File: config.mk
export PLATFORM = sky130hd
export DESIGN_NAME = lpm_sequencer
export DESIGN_NICKNAME = d
export VERILOG_FILES = /design/src/rtl/lpm_pkg.sv /design/src/rtl/lpm_wake_detect.sv /design/src/rtl/lpm_osc_timer.sv /design/src/rtl/lpm_clk_ctrl.sv /design/src/rtl/lpm_sequencer.sv
export SDC_FILE = /design/constraint.sdc
export NUM_CORES = 1
export LEC_CHECK = 0
export BUFFER_PORTS_ARGS = -buffer_cell sky130_fd_sc_hd__buf_4
export CAP_MARGIN = 10
export CORE_ASPECT_RATIO = 0.5
export CORE_MARGIN = 8
export CORE_UTILIZATION = 30
export CTS_CLUSTER_SIZE = 16
export DETAILED_ROUTE_END_ITERATION = 16
export PLACE_DENSITY = 0.68
export SYNTH_ARGS = -nofsm -noshare
export SYNTH_HDL_FRONTEND = slang
export SYNTH_SLANG_ARGS = --single-unit
File: constraint.sdc
create_clock -name clk -period 2.96 [get_ports clk]
set_input_delay 0.148 -clock clk [delete_from_list [all_inputs] [get_ports clk]]
set_output_delay 0.148 -clock clk [all_outputs]
set_load 0.005 [all_outputs]
File: src/rtl/lpm_pkg.sv
package lpm_pkg;

   typedef enum logic [2:0] {
      LPM_RUN   = 3'd0,
      LPM_WAIT  = 3'd1,
      LPM_PSTOP = 3'd2,
      LPM_STOP  = 3'd3,
      LPM_OSCW  = 3'd4
   } lpm_state_t;

   typedef struct packed {
      logic cpu;
      logic per;
      logic osc;
      logic vreg;
      logic rti;
      logic cop;
      logic api;
   } lpm_en_t;

   localparam lpm_en_t LPM_ALL_ON = '{cpu: 1'b1, per: 1'b1, osc: 1'b1, vreg: 1'b1,
                                      rti: 1'b1, cop: 1'b1, api: 1'b1};

endpackage

File: src/rtl/lpm_wake_detect.sv
module lpm_wake_detect #(
   parameter int NUM_IRQ   = 8,
   parameter int NUM_SWAKE = 3
) (
   input  logic [NUM_IRQ-1:0]   irq_pend,
   input  logic [NUM_IRQ-1:0]   irq_en,
   input  logic                 gmask,
   input  logic                 xirq,
   input  logic                 irq_ext,
   input  logic [NUM_SWAKE-1:0] stop_wake,
   output logic                 wake_dyn,
   output logic                 wake_static
);

   logic [NUM_IRQ-1:0] live;

   for (genvar i = 0; i < NUM_IRQ; i++) begin : g_line
      assign live[i] = irq_pend[i] & irq_en[i];
   end

   logic maskable_hit;
   assign maskable_hit = (|live) & ~gmask;

   // Sources that end wait; static modes additionally accept the wake pins.
   assign wake_dyn    = xirq | irq_ext | maskable_hit;
   assign wake_static = wake_dyn | (|stop_wake);

endmodule

File: src/rtl/lpm_osc_timer.sv
module lpm_osc_timer #(
   parameter int DW = 8
) (
   input  logic          clk,
   input  logic          rst_n,
   input  logic          load,
   input  logic [DW-1:0] load_val,
   input  logic          active,
   output logic          done
);

   logic [DW-1:0] cnt;

   always_ff @(posedge clk or negedge rst_n) begin
      if (!rst_n) begin
         cnt <= '0;
      end else if (load) begin
         cnt <= load_val;
      end else if (active && (cnt != '0)) begin
         cnt <= cnt - 1'b1;
      end
   end

   assign done = (cnt == '0);

   // restart count steps down by exactly one per active cycle
   p_count_down_r8: assert property (@(posedge clk) disable iff (!rst_n)
      (active && !load && cnt != '0) |=> (cnt == $past(cnt) - 1'b1))
      else $error("restart counter did not decrement");

endmodule

File: src/rtl/lpm_clk_ctrl.sv
module lpm_clk_ctrl
   import lpm_pkg::*;
#(
   parameter bit API_IN_STOP = 1'b1
) (
   input  lpm_state_t state,
   input  logic       dbg_en,
   input  logic       dbg_keep,
   output lpm_en_t    en
);

   logic api_stop;
   logic keep;

   if (API_IN_STOP) begin : g_api_on
      assign api_stop = 1'b1;
   end else begin : g_api_dbg
      assign api_stop = dbg_en;
   end

   assign keep = dbg_en & dbg_keep;

   always_comb begin
      en = LPM_ALL_ON;
      case (state)
         LPM_RUN: en = LPM_ALL_ON;
         LPM_WAIT: en.cpu = 1'b0;
         LPM_PSTOP: begin
            en.cpu  = keep;
            en.per  = keep;
            en.vreg = dbg_en;
         end
         LPM_STOP: begin
            en.cpu  = keep;
            en.per  = keep;
            en.osc  = dbg_en;
            en.vreg = dbg_en;
            en.rti  = dbg_en;
            en.cop  = dbg_en;
            en.api  = api_stop;
         end
         LPM_OSCW: begin
            en.cpu = 1'b0;
            en.per = 1'b0;
            en.rti = 1'b0;
            en.cop = 1'b0;
            en.api = api_stop;
         end
         default: en = LPM_ALL_ON;
      endcase
   end

endmodule

File: src/rtl/lpm_sequencer.sv
module lpm_sequencer
   import lpm_pkg::*;
#(
   parameter int NUM_IRQ     = 8,
   parameter int NUM_SWAKE   = 3,
   parameter int DW          = 8,
   parameter bit API_IN_STOP = 1'b1
) (
   input  logic                 clk,
   input  logic                 rst_n,
   input  logic                 wait_req,
   input  logic                 stop_req,
   input  logic                 nvm_busy,
   input  logic                 pstop_sel,
   input  logic                 xirq,
   input  logic                 irq_ext,
   input  logic [NUM_IRQ-1:0]   irq_pend,
   input  logic [NUM_IRQ-1:0]   irq_en,
   input  logic                 gmask,
   input  logic [NUM_SWAKE-1:0] stop_wake,
   input  logic                 dbg_en,
   input  logic                 dbg_keep,
   input  logic [DW-1:0]        osc_delay,
   output logic [2:0]           lp_state,
   output logic                 cpu_clk_en,
   output logic                 per_clk_en,
   output logic                 osc_en,
   output logic                 vreg_full,
   output logic                 rti_en,
   output logic                 cop_en,
   output logic                 api_en
);

   if (NUM_IRQ < 1) begin : g_bad_irq
      $error("NUM_IRQ must be at least 1");
   end
   if (NUM_SWAKE < 1) begin : g_bad_swake
      $error("NUM_SWAKE must be at least 1");
   end
   if (DW < 1 || DW > 32) begin : g_bad_dw
      $error("DW must lie in 1..32");
   end

   lpm_state_t state_q, state_d;
   logic       pend_q, pend_d;
   logic       wake_dyn, wake_static;
   logic       t_load, t_done;
   logic       ack;
   lpm_en_t    en;

   lpm_wake_detect #(.NUM_IRQ(NUM_IRQ), .NUM_SWAKE(NUM_SWAKE)) u_wake (
      .irq_pend    (irq_pend),
      .irq_en      (irq_en),
      .gmask       (gmask),
      .xirq        (xirq),
      .irq_ext     (irq_ext),
      .stop_wake   (stop_wake),
      .wake_dyn    (wake_dyn),
      .wake_static (wake_static)
   );

   // Stop acceptance: wait wins, memory activity defers.
   assign ack    = (state_q == LPM_RUN) && !wait_req && (stop_req || pend_q) && !nvm_busy;
   assign t_load = (state_q == LPM_STOP) && wake_static && !dbg_en;

   always_comb begin
      state_d = state_q;
      pend_d  = pend_q;
      case (state_q)
         LPM_RUN: begin
            pend_d = !ack && (pend_q || stop_req);
            if (wait_req)  state_d = LPM_WAIT;
            else if (ack)  state_d = pstop_sel ? LPM_PSTOP : LPM_STOP;
         end
         LPM_WAIT:  if (wake_dyn)    state_d = LPM_RUN;
         LPM_PSTOP: if (wake_static) state_d = LPM_RUN;
         LPM_STOP:  if (wake_static) state_d = dbg_en ? LPM_RUN : LPM_OSCW;
         LPM_OSCW:  if (t_done)      state_d = LPM_RUN;
         default:   state_d = LPM_RUN;
      endcase
   end

   always_ff @(posedge clk or negedge rst_n) begin
      if (!rst_n) begin
         state_q <= LPM_RUN;
         pend_q  <= 1'b0;
      end else begin
         state_q <= state_d;
         pend_q  <= pend_d;
      end
   end

   lpm_osc_timer #(.DW(DW)) u_timer (
      .clk      (clk),
      .rst_n    (rst_n),
      .load     (t_load),
      .load_val (osc_delay),
      .active   (state_q == LPM_OSCW),
      .done     (t_done)
   );

   lpm_clk_ctrl #(.API_IN_STOP(API_IN_STOP)) u_clk (
      .state    (state_q),
      .dbg_en   (dbg_en),
      .dbg_keep (dbg_keep),
      .en       (en)
   );

   assign lp_state   = state_q;
   assign cpu_clk_en = en.cpu;
   assign per_clk_en = en.per;
   assign osc_en     = en.osc;
   assign vreg_full  = en.vreg;
   assign rti_en     = en.rti;
   assign cop_en     = en.cop;
   assign api_en     = en.api;

   p_reset_run_r1: assert property (@(posedge clk) disable iff (!rst_n)
      $rose(rst_n) |-> (state_q == LPM_RUN && cpu_clk_en && osc_en))
      else $error("not in run after reset");

   p_wait_clk_r2: assert property (@(posedge clk) disable iff (!rst_n)
      (state_q == LPM_WAIT) |-> (!cpu_clk_en && per_clk_en && osc_en))
      else $error("wait clock gating wrong");

   p_wait_exit_r3: assert property (@(posedge clk) disable iff (!rst_n)
      (state_q == LPM_WAIT && wake_dyn) |=> (state_q == LPM_RUN))
      else $error("wait not left on wake");

   p_nvm_hold_r4: assert property (@(posedge clk) disable iff (!rst_n)
      (state_q == LPM_RUN && nvm_busy) |=> (state_q == LPM_RUN || state_q == LPM_WAIT))
      else $error("stop entered while memory busy");

   p_pstop_osc_r5: assert property (@(posedge clk) disable iff (!rst_n)
      (state_q == LPM_PSTOP) |-> (osc_en && rti_en && cop_en))
      else $error("pseudo-stop lost oscillator or timers");

   p_stop_gate_r6: assert property (@(posedge clk) disable iff (!rst_n)
      (state_q == LPM_STOP && !dbg_en) |-> (!osc_en && !cpu_clk_en && !per_clk_en))
      else $error("full stop not gated");

   p_pstop_direct_r8: assert property (@(posedge clk) disable iff (!rst_n)
      (state_q == LPM_PSTOP && wake_static) |=> (state_q == LPM_RUN))
      else $error("pseudo-stop wake not direct");

   p_dbg_vreg_r9: assert property (@(posedge clk) disable iff (!rst_n)
      ((state_q == LPM_STOP || state_q == LPM_PSTOP) && dbg_en) |-> (vreg_full && osc_en))
      else $error("debug did not hold regulator");

   p_dbg_skip_r9: assert property (@(posedge clk) disable iff (!rst_n)
      (state_q == LPM_STOP && dbg_en && wake_static) |=> (state_q == LPM_RUN))
      else $error("debug wake applied delay");

   p_keep_clk_r10: assert property (@(posedge clk) disable iff (!rst_n)
      ((state_q == LPM_STOP || state_q == LPM_PSTOP) && dbg_en && dbg_keep) |-> (per_clk_en && cpu_clk_en))
      else $error("debug clock keep ignored");

endmodule

==> flow_metrics.tcl, run 1 <==
set metrics [dict create \
    fill_cells 283 \
    synthFlopType "dfrtp_1" \
    place_congestion 0.7603 \
    stdcell_area_um2 1308 \
    place_inst 182 \
    status "finished, final reports clean" \
    n_antenna_cell 0 \
    core_area_um2 2890 \
    hpwl_mm 2.205 \
    finClkSkew_ns 0.002811 \
    p_int_mw 0.5634 \
    ctsResizeCount 0 \
    setup_tns_ns 0 \
    combPwrFrac 0.424 \
    sw_frac_of_total 0.3751 \
    hp-class "primary input to register" \
    cpPeakStageDelay_ns 0.56 \
    worst_pin_slew_ns 0.7145 \
    firstDrtPassIters 4 \
    crit_arrival_ns 2.10 \
    synth_warnings 0 \
    nNetsFinal 188 \
    drive_gt1_frac 0.3741 \
    antenna_found_initial 0 \
    postPlaceCellArea_um2 1242 \
    final_cells 187 \
    synth_top_area_cell "dfrtp_1" \
    final-setup-viol-count 0 \
    grt_max_degree 17 \
    maxCapViolations 0 \
    rsz0062_at_grt "no" \
    r2r_slack_ns 0.99 \
    crit_path_top_delay_cell "nor3b_1" \
    die_h_um 54.32 \
    avgSynthCellArea_um2 8.808 \
    cts_setup_buffers 0 \
    ant_nets 0 \
    synth_seq_cells 12 \
    path_class "register to register" \
    synth_edf_count 0 \
    syn-num-nets 140 \
    ys_types 40 \
    hold_violations 0 \
    dr.first_iter.drc_count 34 \
    root_buffer "clkbuf_8" \
    synth_area_leaders "dfrtp_1, a21oi_1, nor2_1" \
    drc 0 \
    netlist.area_leader.share 0.3409 \
    max-slew-margin-rel 0.5236 \
    p_clk_frac 0.201 \
    via_per_inst 4.738 \
    wl_mm 2.615 \
    route.vias.total 886 \
    cp.required_ns 3.09 \
    wire_per_inst_um 13.98 \
    fin_crit_sh 0.6643 \
    pwr-share-seq 0.374 \
    first_global_vias 880 \
    cts.sinks 12 \
    io_buffers 46 \
    yosysSeqAreaShare 0.3409 \
    cts_tree "built" \
    h-tree-depth 1 \
    clockBufferDepth 2 \
    synth-async-reset-ratio 1.000 \
    irDropWorstVdd_v 0.0003754 \
    net-switching-power_mw 0.3382 \
    start_kind "register" \
    numCtsBuffers 3 \
    die_w_um 92.63 \
    clk_latency_ns 0.25 \
    path_cells "inv_1, ha_1, nor3b_1, a21oi_4, nor2_1, a21oi_1, mux2_4" \
    synth_cells 100 \
    overflow 0 \
    synth_most_common_cell "nor2_1" \
    fp-row-count 14 \
    slew_viol_final 0 \
    cp_max_fo 6 \
    max_freq_mhz 508.6 \
    track_usage 0.1071 \
    io_pins 48 \
    area_growth_pct 48.44 \
    dieArea_um2 5031 \
    hold_ws_ns 0.1303 \
    p_leak_nw 0.6048 \
    grt_pass1_wl_mm 4.188 \
    initial_core_util 0.3048 \
    powerDensity_nw_per_um2 689.5 \
    path_clk_slew_ns 0.05 \
    final.min_clock_period_ns 1.966 \
    syn_area_um2 880.8 \
    synth_common_cells "nor2_1, dfrtp_1, a21oi_1" \
    cp-end-kind "register" \
]
metal layers:
metal  global-route usage  wire [um]
met5                    0          0
met4              0.03958         31
met3              0.03557        164
met1               0.1185       1143
met2               0.1953       1276
per-stage QoR:
step	util	setup slack, ns	total power, mW
final	0.4524	0.9937	0.9016
after global routing	0.4524	0.8321	0.9697
after CTS	0.4524	0.9673	0.9125
after detailed placement	0.4299	0.9846	0.7255
after global placement	0.4299	1.043	0.7139
after floorplan	-	1.235	0.5718
final timing paths:
path / start / end / cells after the start
max: u_timer.cnt[0] / u_timer.cnt[1] / 7
min: osc_delay[1] / u_timer.cnt[1] / 2
max reg2reg: u_timer.cnt[0] / u_timer.cnt[1] / 7
min reg2reg: pend_q / pend_q / 2
max in group asynchronous: rst_n / u_timer.cnt[6] / 2
min in group asynchronous: rst_n / lp_state[1] / 2
sequential cells by signal, indices dropped and copies added, names as in the netlist:
name / count
pend_q: 1
lp_state: 3
u_timer.cnt: 8
cells in the final DEF, fill, tap and decap left out, types with 2 or more instances in the layout:
master,instances
nand2b_1,3
a22oi_1,4
o21ai_0,2
nor2_1,14
dfrtp_1,12
nand2_1,5
inv_1,6
a21oi_1,11
clkbuf_8,4
nand4_1,2
buf_4,46
xnor2_1,2
ha_1,2
nor3_1,2
nand3_1,2
mux2i_1,3
nor3b_1,2
or3_1,2
area by class of cell:
cell class / count / area (um^2) / share of cell area
Multi-Input combinational cell: 78 / 524.3 / 0.4010
Clock buffer: 4 / 55.05 / 0.04211
Timing Repair Buffer: 47 / 355.3 / 0.2718
Tap cell: 40 / 50.05 / 0.03828
Inverter: 6 / 22.52 / 0.01722
Sequential cell: 12 / 300.3 / 0.2297
what timing repair did:
action,in CTS,in global routing
hold buffers,1,0
endpoints found under the hold margin,12,0
endpoints found under the setup margin,0,0
cells by family after synthesis:
logic type,count (synthesis),share of synthesized area
xor gates and xnor gates,2,0.01989
DFF,12,0.3409
and+or+nand+nor,41,0.2756
adders and majority gates,2,0.02840
other,1,0.004257
buffers and inverters,10,0.06392
AOI/OAI and AO/OA,28,0.2159
muxes,4,0.05113
power groups by stage:
stage	Clock [mW]	Sequential (mW)	Combinational, mW
after detailed placement	0	0.339	0.386
after global placement	0	0.335	0.379
after floorplan	0	0.319	0.253
after global routing	0.193	0.350	0.426
after CTS	0.186	0.337	0.389
final	0.182	0.337	0.383
worst max-delay path: cells and delay by family (launching register included):
family                     cells  cell delay (ns)
AOI/OAI and AO/OA              2             0.21
adders and majority gates      1             0.19
buffers and inverters          1             0.11
DFF                            1             0.41
muxes                          1             0.25
and+or+nand+nor                2             0.67
Power figures use the tool's default switching activity.
==> inputs of run 2 (changes only) <==
--- a/config.mk
+++ b/config.mk
@@ -5,6 +5,7 @@
 export SDC_FILE = /design/constraint.sdc
 export NUM_CORES = 1
 export LEC_CHECK = 0
+export ABC_AREA = 1
 export BUFFER_PORTS_ARGS = -buffer_cell sky130_fd_sc_hd__buf_4
 export CAP_MARGIN = 10
 export CORE_ASPECT_RATIO = 0.5
@@ -12,7 +13,7 @@
 export CORE_UTILIZATION = 30
 export CTS_CLUSTER_SIZE = 16
 export DETAILED_ROUTE_END_ITERATION = 16
-export PLACE_DENSITY = 0.68
+export PLACE_DENSITY = 0.69
 export SYNTH_ARGS = -nofsm -noshare
 export SYNTH_HDL_FRONTEND = slang
 export SYNTH_SLANG_ARGS = --single-unit
==> constraint.sdc (replaced) <==
create_clock -name clk -period 1.7 [get_ports clk]
set_input_delay 0.085 -clock clk [delete_from_list [all_inputs] [get_ports clk]]
set_output_delay 0.085 -clock clk [all_outputs]
set_load 0.005 [all_outputs]
==> flow_metrics.tcl, run 2 <==
set metrics [dict create \
    core_area_um2 2978 \
    overflow 0 \
    clockBufferDepth 2 \
    firstDrtPassIters 4 \
    final.min_clock_period_ns 1.609 \
    cp_max_fo 8 \
    synth_edf_count 0 \
    max_freq_mhz 621.5 \
    p_leak_nw 0.7615 \
    antenna_found_initial 0 \
    yosysSeqAreaShare 0.3239 \
    layout_commonest_cell "buf_4" \
    largest_register_ffs 8 \
    drive_gt1_frac 0.3404 \
    slew_viol_final 0 \
    track_usage 0.1017 \
    worstReg2RegStart "lp_state[2]" \
    cp.buffers_inverters 2 \
    synth_top_family_by_area "simple AND/OR/NAND/NOR gates" \
    dieArea_um2 5233 \
    grt_pass1_wl_mm 4.422 \
    synth_area_leaders "dfrtp_1, nand3_1, nand2_1" \
    n_antenna_cell 0 \
    finClkSkew_ns 0.001167 \
    cpPeakStageDelay_ns 0.46 \
    initial_core_util 0.3113 \
    die_h_um 55.31 \
    largest-register "u_timer.cnt" \
    io_pins 48 \
    h-tree-depth 1 \
    synthFlopType "dfrtp_1" \
    hold_path_end "u_timer.cnt[4]" \
    cts_tree "built" \
    ant_nets 0 \
    dr.first_iter.drc_count 48 \
    synth_warnings 0 \
    hp-class "primary input to register" \
    route.vias.total 1000 \
    reg2reg_to "u_timer.cnt[5]" \
    synthAdderAreaFrac 0.02699 \
    setup_tns_ns 0 \
    cp.required_ns 1.62 \
    grt_max_degree 13 \
    ys_types 24 \
    syn_area_um2 927.1 \
    fin_crit_sh 0.9464 \
    avgSynthCellArea_um2 6.868 \
    rsz0062_at_grt "no" \
    powerDensity_nw_per_um2 1165 \
    hp-start "osc_delay[4]" \
    mostFrequentLayoutCells "buf_4, nand2_1, nand3_1, inv_1" \
    synth_most_common_cell "nand2_1" \
    fp-row-count 14 \
    hpwl_mm 2.184 \
    path_clk_slew_ns 0.05 \
    cp-end-kind "primary output" \
    netlist.area_leader.share 0.3239 \
    synth_cells 135 \
    wl_mm 2.551 \
    synth-async-reset-ratio 1.000 \
    die_w_um 94.62 \
    path_cells "nor2_2, inv_1, or2_4, nor2_8, a21oi_1, buf_4" \
    synthSimpleGateAreaFrac 0.4426 \
    synth_common_cells "nand2_1, nand3_1, inv_1" \
    cts.sinks 12 \
    root_buffer "clkbuf_8" \
    start_kind "register" \
    io_buffers 46 \
    area_growth_pct 52.77 \
    hold_violations 0 \
    nNetsFinal 229 \
    wire_per_inst_um 11.19 \
    final_cells 228 \
    critical-path-top-delay-family "simple AND/OR/NAND/NOR gates" \
    path_class "register to primary output" \
    numCtsBuffers 3 \
    synth_seq_cells 12 \
    synth_top_area_cell "dfrtp_1" \
    r2r_slack_ns 0.14 \
    via_per_inst 4.386 \
    first_global_vias 1016 \
    synthMuxAreaShare 0 \
    place_inst 220 \
    crit_path_top_delay_cell "dfrtp_2" \
    maxCapViolations 0 \
    reg2reg_depth 8 \
    drc 0 \
    final-setup-viol-count 0 \
    synth_compound_area_frac 0.06613 \
    syn-num-nets 175 \
    irDropWorstVdd_v 0.0004016 \
    fill_cells 319 \
    synth-xor-area-share 0.04723 \
    place_congestion 0.8085 \
    crit_arrival_ns 1.52 \
    status "finished, final reports clean" \
    holdPathStages 3 \
    clk_latency_ns 0.24 \
]
==> run 2: through the flow <==
stage | instance area (um^2) | total power, mW | utilization | setup slack (ns) | hold slack [ns]
2_1_floorplan | 927.1 | 1.046 | - | 0.3328 | -0.2106
3_3_place_gp | 1315 | 1.318 | 0.4416 | 0.1943 | -0.06850
3_5_place_dp | 1315 | 1.334 | 0.4416 | 0.1887 | -0.06462
4_1_cts | 1380 | 1.657 | 0.4634 | 0.01283 | 0.08694
5_1_grt | 1416 | 1.811 | 0.4756 | 0.01856 | 0.09596
6_report | 1416 | 1.650 | 0.4756 | 0.09105 | 0.09257
==> run 2: tightest hold or removal path, delay by kind of cell <==
family	cells	cell delay, ns
buffers and inverters	1	0.08
and+or+nand+nor	2	0.13
==> run 2: layer usage <==
metal | vias to the layer above | share of wire | track usage
li1 | 538 | - | -
met1 | 436 | 0.42 | 0.1194
met2 | 24 | 0.52 | 0.1722
met3 | 2 | 0.056 | 0.02961
met4 | 0 | 0.0055 | 0.03304
met5 | - | 0 | 0
==> run 2: what timing repair did <==
item	in CTS	in global routing
endpoints found under the hold margin	12	0
endpoints found under the setup margin	0	3
hold buffers	1	0
gates resized for setup	0	1
buffers inserted	0	3
==> run 2: kinds of logic after synthesis <==
group                    count (synthesis)
buffers and inverters                   20
XOR/XNOR                                 5
AO/OA/AOI/OAI                            9
AND/OR/NAND/NOR                         86
adder cells (fa/ha/maj)                  2
flip-flops                              12
other                                    1
==> run 2: worst max path at each step <==
stage | to | startpoint | depth (start not counted) | slack (ns)
final | cop_en | lp_state[2] | 6 | 0.09
after global routing | cop_en | lp_state[2] | 6 | 0.02
after CTS | cop_en | lp_state[2] | 6 | 0.01
after detailed placement | u_timer.cnt[5] | lp_state[2] | 7 | 0.19
after global placement | u_timer.cnt[3] | lp_state[2] | 7 | 0.19
after floorplan | lp_state[0] | u_timer.cnt[0] | 9 | 0.33
==> run 2: power by group <==
group	internal (mW)	leakage [nW]	switching [mW]
logic	0.374	0.587	0.424
registers	0.418	0.145	0.126
clock network	0.204	0.0288	0.103
total	0.997	0.762	0.654
==> run 2: area by class of cell <==
class                   count  area (um^2)  share of cell area
repair buffers             51        397.9              0.2809
clock buffers               4        55.05             0.03887
inverters                  18        67.56             0.04770
flip-flops and latches     12        301.5              0.2129
well taps                  40        50.05             0.03534
multi-input cells         103        544.3              0.3843
